$ cat src/rtl/prec_irq_pkg.sv
package prec_irq_pkg;
  typedef enum logic [2:0] {
    SRC_NONE = 3'd0,
    SRC_RST  = 3'd1,
    SRC_MCK  = 3'd2,
    SRC_EXC  = 3'd3,
    SRC_ASY  = 3'd4
  } irq_src_e;

  localparam int unsigned VEC_STEP_SH = 8;
  localparam int unsigned TYPE_RST    = 0;
  localparam int unsigned TYPE_MCK    = 1;
  localparam int unsigned TYPE_EXC0   = 2;
endpackage

$ cat src/rtl/ios_lowest.sv
module ios_lowest #(
  parameter int unsigned N  = 4,
  parameter int unsigned IW = (N > 1) ? $clog2(N) : 1
) (
  input  logic [N-1:0]  req,
  output logic          any,
  output logic [IW-1:0] idx
);
  always_comb begin
    any = |req;
    idx = '0;
    for (int i = N - 1; i >= 0; i--) begin
      if (req[i]) idx = IW'(i);
    end
  end
endmodule

$ cat src/rtl/ios_slot_file.sv
module ios_slot_file #(
  parameter int unsigned TAG_W   = 2,
  parameter int unsigned NUM_EXC = 3
) (
  input  logic               clk,
  input  logic               rst_n,
  input  logic               flush,
  input  logic               set_en,
  input  logic [TAG_W-1:0]   set_tag,
  input  logic [NUM_EXC-1:0] set_bits,
  input  logic               clr_en,
  input  logic [TAG_W-1:0]   clr_tag,
  input  logic [NUM_EXC-1:0] clr_bits,
  input  logic [TAG_W-1:0]   rd_tag,
  output logic [NUM_EXC-1:0] rd_bits
);
  localparam int unsigned DEPTH = 1 << TAG_W;

  logic [DEPTH*NUM_EXC-1:0] all_q;

  for (genvar g = 0; g < DEPTH; g++) begin : g_slot
    logic [NUM_EXC-1:0] q;
    logic [NUM_EXC-1:0] d;
    logic               hit_set;
    logic               hit_clr;
    logic               en;

    assign hit_set = set_en && (set_tag == TAG_W'(g));
    assign hit_clr = clr_en && (clr_tag == TAG_W'(g));
    assign en      = flush || hit_set || hit_clr;

    always_comb begin
      d = q;
      if (hit_set) d = d | set_bits;
      if (hit_clr) d = d & ~clr_bits;
      if (flush)   d = '0;
    end

    always_ff @(posedge clk or negedge rst_n) begin
      if (!rst_n)  q <= '0;
      else if (en) q <= d;
    end

    assign all_q[g*NUM_EXC +: NUM_EXC] = q;
  end

  assign rd_bits = all_q[rd_tag*NUM_EXC +: NUM_EXC];
endmodule

$ cat src/rtl/prec_irq_seq.sv
module prec_irq_seq
  import prec_irq_pkg::*;
#(
  parameter int unsigned TAG_W     = 2,
  parameter int unsigned NUM_EXC   = 3,
  parameter int unsigned NUM_ASYNC = 2,
  parameter int unsigned AW        = 32,
  parameter logic [AW-1:0] VEC_BASE = 32'hFFF0_0000,
  localparam int unsigned NTYPE    = 2 + NUM_EXC + NUM_ASYNC,
  localparam int unsigned TYPE_W   = $clog2(NTYPE)
) (
  input  logic                 clk,
  input  logic                 rst_n,
  input  logic                 exc_valid,
  input  logic [TAG_W-1:0]     exc_tag,
  input  logic [NUM_EXC-1:0]   exc_cause,
  input  logic                 cmp_valid,
  input  logic                 cmp_done,
  input  logic [AW-1:0]        cmp_pc,
  input  logic [AW-1:0]        cmp_next_pc,
  input  logic                 sq_empty,
  input  logic [NUM_ASYNC-1:0] async_req,
  input  logic                 rst_req,
  input  logic                 mck_req,
  input  logic                 rfi,
  output logic                 irq_take,
  output logic [TYPE_W-1:0]    irq_type,
  output logic [AW-1:0]        irq_vec,
  output logic [AW-1:0]        irq_ret,
  output logic                 sup_mode
);
  localparam int unsigned EXC_IW   = (NUM_EXC > 1) ? $clog2(NUM_EXC) : 1;
  localparam int unsigned ASY_IW   = (NUM_ASYNC > 1) ? $clog2(NUM_ASYNC) : 1;
  localparam int unsigned ASY_BASE = TYPE_EXC0 + NUM_EXC;

  logic [TAG_W-1:0]   head_q, head_d;
  logic               busy_q, busy_d;
  logic               take_q, take_d;
  logic [TYPE_W-1:0]  type_q, type_d;
  logic [AW-1:0]      vec_q, vec_d;
  logic [AW-1:0]      ret_q, ret_d;

  logic [NUM_EXC-1:0] stored_bits;
  logic [NUM_EXC-1:0] head_bits;
  logic               exc_any, asy_any;
  logic [EXC_IW-1:0]  exc_idx;
  logic [ASY_IW-1:0]  asy_idx;
  logic               head_fin, stage_free;
  logic               exc_go, asy_go, retire;
  irq_src_e           src;

  ios_slot_file #(.TAG_W(TAG_W), .NUM_EXC(NUM_EXC)) u_slots (
    .clk      (clk),
    .rst_n    (rst_n),
    .flush    (src == SRC_RST),
    .set_en   (exc_valid),
    .set_tag  (exc_tag),
    .set_bits (exc_cause),
    .clr_en   (src == SRC_EXC),
    .clr_tag  (head_q),
    .clr_bits (NUM_EXC'(1) << exc_idx),
    .rd_tag   (head_q),
    .rd_bits  (stored_bits)
  );

  // a report for the head in its completing cycle joins the decision
  assign head_bits = stored_bits |
                     ((exc_valid && exc_tag == head_q) ? exc_cause : '0);

  ios_lowest #(.N(NUM_EXC), .IW(EXC_IW)) u_exc_pick (
    .req (head_bits), .any (exc_any), .idx (exc_idx)
  );

  ios_lowest #(.N(NUM_ASYNC), .IW(ASY_IW)) u_asy_pick (
    .req (async_req), .any (asy_any), .idx (asy_idx)
  );

  assign head_fin   = cmp_valid && cmp_done;
  assign stage_free = !cmp_valid || (head_fin && !exc_any);
  assign exc_go     = !busy_q && head_fin && exc_any;
  assign asy_go     = !busy_q && asy_any && sq_empty && stage_free;
  assign retire     = !busy_q && head_fin && !exc_any && !rst_req && !mck_req;

  always_comb begin
    if (rst_req)      src = SRC_RST;
    else if (mck_req) src = SRC_MCK;
    else if (exc_go)  src = SRC_EXC;
    else if (asy_go)  src = SRC_ASY;
    else              src = SRC_NONE;
  end

  always_comb begin
    take_d = (src != SRC_NONE);
    ret_d  = cmp_pc;
    case (src)
      SRC_RST: type_d = TYPE_W'(TYPE_RST);
      SRC_MCK: type_d = TYPE_W'(TYPE_MCK);
      SRC_EXC: type_d = TYPE_W'(TYPE_EXC0) + TYPE_W'(exc_idx);
      SRC_ASY: begin
        type_d = TYPE_W'(ASY_BASE) + TYPE_W'(asy_idx);
        if (cmp_valid) ret_d = cmp_next_pc;
      end
      default: type_d = '0;
    endcase
    vec_d = VEC_BASE + (AW'(type_d) << VEC_STEP_SH);
  end

  always_comb begin
    head_d = head_q;
    if (src == SRC_RST) head_d = '0;
    else if (retire)    head_d = head_q + TAG_W'(1);
  end

  always_comb begin
    busy_d = busy_q;
    if (take_d)   busy_d = 1'b1;
    else if (rfi) busy_d = 1'b0;
  end

  always_ff @(posedge clk or negedge rst_n) begin
    if (!rst_n) begin
      head_q <= '0;
      busy_q <= 1'b0;
      take_q <= 1'b0;
    end else begin
      head_q <= head_d;
      busy_q <= busy_d;
      take_q <= take_d;
    end
  end

  always_ff @(posedge clk or negedge rst_n) begin
    if (!rst_n) begin
      type_q <= '0;
      vec_q  <= '0;
      ret_q  <= '0;
    end else if (take_d) begin
      type_q <= type_d;
      vec_q  <= vec_d;
      ret_q  <= ret_d;
    end
  end

  assign irq_take = take_q;
  assign irq_type = type_q;
  assign irq_vec  = vec_q;
  assign irq_ret  = ret_q;
  assign sup_mode = busy_q;
endmodule

$ cat config.mk
export PLATFORM = sky130hd
export DESIGN_NAME = prec_irq_seq
export DESIGN_NICKNAME = d
export VERILOG_FILES = /design/src/rtl/prec_irq_pkg.sv /design/src/rtl/ios_lowest.sv /design/src/rtl/ios_slot_file.sv /design/src/rtl/prec_irq_seq.sv
export SDC_FILE = /design/constraint.sdc
export NUM_CORES = 1
export LEC_CHECK = 0
export CORE_MARGIN = 1
export CORE_UTILIZATION = 45
export CTS_CLUSTER_SIZE = 20
export DETAILED_ROUTE_END_ITERATION = 6
export PLACE_DENSITY = 0.86
export SYNTH_ARGS = -nofsm -noshare
export SYNTH_HDL_FRONTEND = slang
export SYNTH_SLANG_ARGS = --single-unit
$ cat constraint.sdc
create_clock -name clk -period 4 [get_ports clk]
set_input_delay 0.4 -clock clk [delete_from_list [all_inputs] [get_ports clk]]
set_output_delay 0.4 -clock clk [all_outputs]
set_load 0.01 [all_outputs]
# Word level (Yosys, flattened, before mapping)
# Index checks and enable logic that the tools add are counted.
[word_totals]
out_inout_bits = 69
register_bits = 83
inputBits = 80
[classes]
multipliers = 1
reduce_logical = 40
mux = 29
eq_ne = 11
shifts = 2
addsub = 4
bitwise = 10
[op_table]
columns = ["cell", "n"]
rows = [
  ["2-to-1 mux 32 bit", 2],
  ["2-to-1 mux 3 bit", 17],
  ["adder 21 x 12 -> 22 bit, first input constant", 1],
  ["logical AND 1 bit", 19],
  ["OR 3 bit", 5],
  ["AND 3 bit", 4],
  ["indexed part select 12 x 5 -> 3 bit", 1],
  ["2-to-1 mux 2 bit", 5],
  ["logical OR 1 bit", 9],
  ["case mux 3 bit (3 select lines)", 1],
  ["== test 2 bit, second input constant", 4],
  ["== test 3 x 2 -> 1 bit, second input constant", 2],
  ["zero test 1 bit", 5],
  ["== test 2 x 1 -> 1 bit, second input constant", 2],
  ["zero test 2 bit", 2],
  ["multiplier 2 x 2 -> 4 bit, second input constant", 1],
  ["2-to-1 mux 1 bit", 4],
  ["nonzero test 2 bit", 2],
  ["adder 2 x 2 -> 3 bit, first input constant", 1],
  ["adder 3 x 1 -> 3 bit, first input constant", 1],
  ["== test 3 x 1 -> 1 bit, second input constant", 1],
  ["== test 3 bit, second input constant", 1],
  ["NOT 3 bit", 1],
  ["nonzero test 3 bit", 1],
  ["other kinds (5)", 5],
]

# Logic depth before layout (Yosys ltp)
[depth]
ltp_word = 17
mapped_depth = 7
ltp_nobuf = 5

# Cells and area by module
# A second synthesis with hierarchy kept.
[hier_totals]
hier_cells = 242
hier_area_um2 = 3103.0
[modules_own_cells]
columns = ["mod", "instances", "seq_area_each_um2", "area_each_um2", "cells_per_inst"]
rows = [
  ["prec_irq_seq", 1, 1001.0, 2396.0, 181],
  ["ios_slot_file", 1, 300.3, 674.4, 56],
  ["ios_lowest at u_exc_pick", 1, 0.0, 20.0, 3],
  ["ios_lowest at u_asy_pick", 1, 0.0, 12.5, 2],
]

# Worst setup path after synthesis
# Ideal clock, no wire load.
[synth_path]
path_kind = "reg2reg"
start = "reg head_q[0]"
end = "reg ret_q[0], in the netlist irq_ret[0]"
period_less_slack_ns = 2.394
stages_incl_launch_ff = 8
setup_ns = 0.125
arrival_time_ns = 2.269
path_slack_ns = 1.606
cell_sequence = "dfrtp_1 -> buf_6 -> mux4_1 -> nor2_4 -> a31oi_4 -> o211ai_4 -> buf_12 -> mux2_4"
[synth_via]
elab_chain_cells = 15
[synth_lines]
columns = ["item", "line_no", "source"]
rows = [
  ["start: declaration", "prec_irq_seq.sv:36", "logic [TAG_W-1:0] head_q, head_d;"],
  ["start signal: assignment", "prec_irq_seq.sv:122", "head_q <= '0;"],
  ["start signal: assignment", "prec_irq_seq.sv:126", "head_q <= head_d;"],
  ["parallel branches: the longest is 3 deep, another holds multiplier 2 x 2 -> 4 bit", "--", ""],
  ["OR 3 bit (*)", "prec_irq_seq.sv:67", "assign head_bits = stored_bits |"],
  ["OR reduction 3 bit (*)", "ios_lowest.sv:10", "any = |req;"],
  ["zero test 1 bit", "prec_irq_seq.sv:79", "assign stage_free = !cmp_valid || (head_fin && !exc_any);"],
  ["logical AND 1 bit", "prec_irq_seq.sv:79", ""],
  ["logical OR 1 bit", "prec_irq_seq.sv:79", ""],
  ["logical AND 1 bit", "prec_irq_seq.sv:81", "assign asy_go = !busy_q && asy_any && sq_empty && stage_free;"],
  ["2-to-1 mux 3 bit", "prec_irq_seq.sv:88", "else if (asy_go) src = SRC_ASY;"],
  ["2-to-1 mux 3 bit (*)", "prec_irq_seq.sv:87", "else if (exc_go) src = SRC_EXC;"],
  ["2-to-1 mux 3 bit (*)", "prec_irq_seq.sv:86", "else if (mck_req) src = SRC_MCK;"],
  ["2-to-1 mux 3 bit (*)", "prec_irq_seq.sv:85", "if (rst_req) src = SRC_RST;"],
  ["== test 3 bit", "prec_irq_seq.sv:95", "case (src)"],
  ["2-to-1 mux 32 bit", "prec_irq_seq.sv:95", ""],
  ["end signal: assignment", "prec_irq_seq.sv:140", "ret_q <= ret_d;"],
  ["end: declaration", "prec_irq_seq.sv:41", "logic [AW-1:0] ret_q, ret_d;"],
]
# Every way passes the cells marked *.
# A chain may end at the register's enable or synchronous reset.

# Final worst setup path
[layout_path]
start = "in exc_tag[0]"
end = "reg ret_q[10], in the netlist irq_ret[10]"
[layout_via]
elab_chain_cells = 15
[layout_lines]
columns = ["item", "line_no", "source"]
rows = [
  ["start: declaration", "prec_irq_seq.sv:15", "input logic [TAG_W-1:0] exc_tag,"],
  ["== test 2 bit (*)", "prec_irq_seq.sv:68", "((exc_valid && exc_tag == head_q) ? exc_cause : '0);"],
  ["logical AND 1 bit (*)", "prec_irq_seq.sv:68", ""],
  ["2-to-1 mux 3 bit (*)", "prec_irq_seq.sv:68", ""],
  ["OR 3 bit (*)", "prec_irq_seq.sv:67", ""],
  ["OR reduction 3 bit (*)", "ios_lowest.sv:10", ""],
  ["zero test 1 bit", "prec_irq_seq.sv:79", ""],
  ["logical AND 1 bit", "prec_irq_seq.sv:79", ""],
  ["logical OR 1 bit", "prec_irq_seq.sv:79", ""],
  ["logical AND 1 bit", "prec_irq_seq.sv:81", ""],
  ["2-to-1 mux 3 bit", "prec_irq_seq.sv:88", ""],
  ["2-to-1 mux 3 bit (*)", "prec_irq_seq.sv:87", ""],
  ["2-to-1 mux 3 bit (*)", "prec_irq_seq.sv:86", ""],
  ["2-to-1 mux 3 bit (*)", "prec_irq_seq.sv:85", ""],
  ["== test 3 bit", "prec_irq_seq.sv:95", ""],
  ["2-to-1 mux 32 bit", "prec_irq_seq.sv:95", ""],
]
# Mark *: on every way between the ends. The rest lies on a longest branch, timed or not.

==> qor.log <==
qor: final_layout.finish.utilization 65.4%
qor: logic_synthesis.synth_adder_area_share 1.58%
qor: floorplan.row_count 30
qor: cts.worstSkewPairLatency 0.30 ns
qor: worst_setup_path.r2r_start head_q[0]
qor: logic_synthesis.post_synth_xor_area_fraction 0.829%
qor: final_layout.layout.cells.non_filler 460
qor: logic_synthesis.synth.area.top_cells sky130_fd_sc_hd__dfrtp_1 (41%), sky130_fd_sc_hd__mux2_4 (14%), sky130_fd_sc_hd__mux2_2 (11%), sky130_fd_sc_hd__buf_4 (7.3%), sky130_fd_sc_hd__a211oi_1 (3.1%)
qor: cts.cts_inserted_buffers 5
qor: pwr.power_frac_clock 26.5%
qor: pwr.p_seq_share 48.5%
qor: logic_synthesis.post-synth-top-area-cell sky130_fd_sc_hd__dfrtp_1
qor: grt.gr-total-overflow 0
qor: grt.grt_start_max_net_pins 53
qor: sta.clock_skews 0.00828 ns
qor: placement.post-dp-hpwl 5650 µm
qor: logic_synthesis.netlist-cell-type-count 47
qor: placement.placement.setup.worst_slack 0.965 ns
qor: cts.cts.sink_count 52
qor: floorplan.design.core.area 6790 µm²
qor: worst_setup_path.cp_slowest_cell sky130_fd_sc_hd__a2111o_1
qor: route.wl_met3 468 µm
qor: logic_synthesis.synth_compound_area_share 10.3%
qor: cts.clock_transition_at_path_regs 0.10 ns
qor: logic_synthesis.syn-instance-count 246
qor: worst_setup_path.worstPathCellList clkdlybuf4s50_1 > xnor2_1 > a41oi_4 > a2111o_1 > o211ai_4 > buf_4 > mux2_2
qor: logic_synthesis.synth.yosys.warnings 0
qor: final_layout.final_layout_size_suffix_gt1_share 23.1%
qor: sta.worstMarginPinSlew 0.683 ns
qor: grt.grt_pass1_wl 11900 µm
qor: worst_setup_path.reg2reg_to irq_ret[15]
qor: logic_synthesis.post_synth.cell_area_avg 12.9 µm²
qor: logic_synthesis.post_synth_mux_area_share 29.0%
qor: pwr.pwr_density_cell 270 nW/µm²
qor: sta.fmax 366 MHz
qor: min_path.hp-class primary input to asynchronous set/reset pin
qor: logic_synthesis.ys_seq_elements 52
qor: logic_synthesis.synth_simple_gate_area_share 5.33%
qor: worst_setup_path.reg2reg_depth 6
qor: route.route.met2.wl 3720 µm
qor: logic_synthesis.asyncSetResetFlopFracSynth 100%
qor: worst_setup_path.critical_setup_path_class primary input to flop
qor: placement.placedInstanceArea 4350 µm²
qor: final_layout.final-seq-area 1300 µm²
qor: cts.cts_root_buffer sky130_fd_sc_hd__clkbuf_8
qor: sta.setup_slack 1.27 ns
qor: logic_synthesis.syn_area 3170 µm²
qor: logic_synthesis.synth_most_common_cell sky130_fd_sc_hd__dfrtp_1
qor: worst_setup_path.required 4.19 ns
qor: route.routed_wirelength 7350 µm
qor: cts.postCtsSetupBuffers 0
qor: final_layout.final_design_area_no_fill 4440 µm²
qor: grt.grt_antenna_before_repair 0
qor: sta.hold_viol 0
qor: pwr.power.switching 0.000308 W
qor: sta.rsz0062_at_grt no
qor: worst_setup_path.cp_slowest_stage_delay 0.54 ns
qor: cts.clock_tree.buffer_depth 2
qor: sta.finalCriticalPeriod 2.73 ns
qor: cts.htree_levels 2
qor: route.routed_via_density 5.05
qor: cts.cts_resized 0
qor: final_layout.antennaDiodeCount 0
qor: logic_synthesis.synthFlopType sky130_fd_sc_hd__dfrtp_1
qor: pwr.power.internal 0.000892 W
qor: pwr.sw_frac_of_total 25.7%
qor: route.vias 2322
qor: route.met1Wirelength 3040 µm
qor: grt.grt_use_total 20.8%
qor: worst_setup_path.crit_path_start_kind primary input
qor: worst_setup_path.worst-r2r-setup-slack 1.30 ns
qor: worst_setup_path.cpLargestDelayFamily compound AO/OA/AOI/OAI gates
qor: flow_run.maxCapViolCount 0
qor: route.drt_first_pass_iters 4
qor: pwr.combinationalPowerShare 25.0%
qor: cts.tritoncts done
qor: cts.hold_buffers 0
qor: sta.max-slew-margin-rel 54.4%
qor: logic_synthesis.synth_commonest_cells sky130_fd_sc_hd__dfrtp_1 (52), sky130_fd_sc_hd__mux2_2 (32), sky130_fd_sc_hd__buf_4 (31)
qor: floorplan.dieArea 7380 µm²
qor: final_layout.fin_nets 447
qor: status.result_of_the_run complete, no violations
qor: final_layout.fill_cells 544
qor: route.detail_route.iter0.violations 96
qor: route.drt.antenna.violating_nets 0
qor: grt.grt_pass1_vias 2414
qor: logic_synthesis.synth_largest_type_area_fraction 41.1%
qor: logic_synthesis.ys_seq_area_share 41.1%
qor: logic_synthesis.dominant_combinational_cell_family_by_area_after_synthesis multiplexers
qor: logic_synthesis.number_of_synthesized_flops_with_an_enable_pin 0
qor: worst_setup_path.critPathArrivalTime 2.92 ns
qor: floorplan.start_util 46.6%
qor: sta.finalCritPeriodShare 68.3%
qor: route.wire_per_inst 16.0 µm
qor: placement.io_buffers 131
qor: sta.final_setup_violating_endpoints 0
qor: pwr.power.leakage 1.90 nW
qor: floorplan.fp.dieH 85.9 µm
qor: worst_setup_path.critPathBufInv 2
qor: route.drcViolationCount 0
qor: pwr.vdd_drop_max 0.000166 V
qor: final_layout.flow.area_growth_from_synthesis 40.2%
qor: placement.post-place-cells 452
qor: floorplan.io_pins 149
qor: sta.setup_tns 0 ns
qor: route.routed.top_layer met4
qor: worst_setup_path.worstSetupStartpoint exc_tag[0]
qor: placement.gp_routability_congestion 0.942
qor: final_layout.multi_input_comb_area 1550 µm²
qor: floorplan.die_w 85.9 µm
qor: sta.slew_violations 0
qor: worst_setup_path.critical_path.endpoint_type flop
qor: worst_setup_path.cp_max_fo 21
==> power groups by stage <==
stage | Clock (W) | Combinational (W) | Sequential (W)
floorplan | 0 | 0.000130 | 0.000603
global placement | 0 | 0.000295 | 0.000591
detailed placement | 0 | 0.000302 | 0.000591
CTS | 0.000324 | 0.000303 | 0.000582
global route | 0.000353 | 0.000321 | 0.000587
finish | 0.000319 | 0.000300 | 0.000582
==> cells in the final DEF, fill, tap and decap left out, types with 2 or more instances in the layout <==
| cell | instances |
|---|---|
| sky130_fd_sc_hd__a211oi_1 | 13 |
| sky130_fd_sc_hd__a21oi_1 | 14 |
| sky130_fd_sc_hd__and3_1 | 2 |
| sky130_fd_sc_hd__buf_4 | 5 |
| sky130_fd_sc_hd__clkbuf_8 | 6 |
| sky130_fd_sc_hd__clkdlybuf4s50_1 | 130 |
| sky130_fd_sc_hd__conb_1 | 17 |
| sky130_fd_sc_hd__dfrtp_1 | 52 |
| sky130_fd_sc_hd__ha_1 | 4 |
| sky130_fd_sc_hd__inv_1 | 7 |
| sky130_fd_sc_hd__mux2_1 | 2 |
| sky130_fd_sc_hd__mux2_2 | 32 |
| sky130_fd_sc_hd__mux2_4 | 30 |
| sky130_fd_sc_hd__mux4_1 | 2 |
| sky130_fd_sc_hd__nand2_1 | 4 |
| sky130_fd_sc_hd__nor2_1 | 9 |
| sky130_fd_sc_hd__nor3_1 | 2 |
| sky130_fd_sc_hd__nor3b_1 | 2 |
| sky130_fd_sc_hd__xnor2_1 | 3 |
==> metal layers <==
metal	vias to the layer above	global-route usage (%)
met5	-	0
met4	0	5.61
met3	10	4.43
met2	111	35.6
met1	1124	26.7
li1	1077	-
==> final cells by class <==
| class | count | area share, % |
|---|---|---|
| timing repair buffer | 136 | 30.3 |
| tap | 96 | 2.70 |
| clock buffer | 6 | 1.86 |
| clock inverter | 2 | 0.310 |
| sequential | 52 | 29.3 |
| multi-input combinational | 161 | 35.0 |
| inverter | 7 | 0.592 |
==> flip-flops by register name, indices dropped and copies added (netlist names) <==
| name | flops |
|---|---|
| irq_type | 2 |
| irq_vec | 2 |
| head_q | 2 |
| irq_ret | 32 |
| u_slots.g_slot.q | 12 |
| irq_take | 1 |
| sup_mode | 1 |
==> worst register-to-register path: cells and delay by family, from the launching register on <==
kind | cells | cell delay (ns)
flip-flops | 1 | 0.56
multiplexers | 3 | 1.33
AND/OR/NAND/NOR | 2 | 0.40
buffers and inverters | 1 | 0.30
==> worst max path at each step <==
stage	to	cells after the start
global route	irq_ret[4]	6
floorplan	irq_ret[0]	7
finish	irq_ret[10]	7
CTS	irq_ret[15]	6
detailed placement	irq_ret[10]	7
global placement	irq_ret[10]	7
==> per-stage QoR <==
step | total power (W) | hold WS, ns
3_3_place_gp | 0.000886 | 0.490
4_1_cts | 0.00121 | 0.233
5_1_grt | 0.00126 | 0.268
2_1_floorplan | 0.000733 | 0.104
3_5_place_dp | 0.000893 | 0.491
6_report | 0.00120 | 0.202
==> kinds of logic after synthesis <==
logic type,after synthesis
XOR/XNOR,3
AO/OA/AOI/OAI,39
adder cells (fa/ha/maj),4
other,1
multiplexers,68
flip-flops,52
buffers and inverters,49
AND/OR/NAND/NOR,30
(Power assumes the default switching activity.)
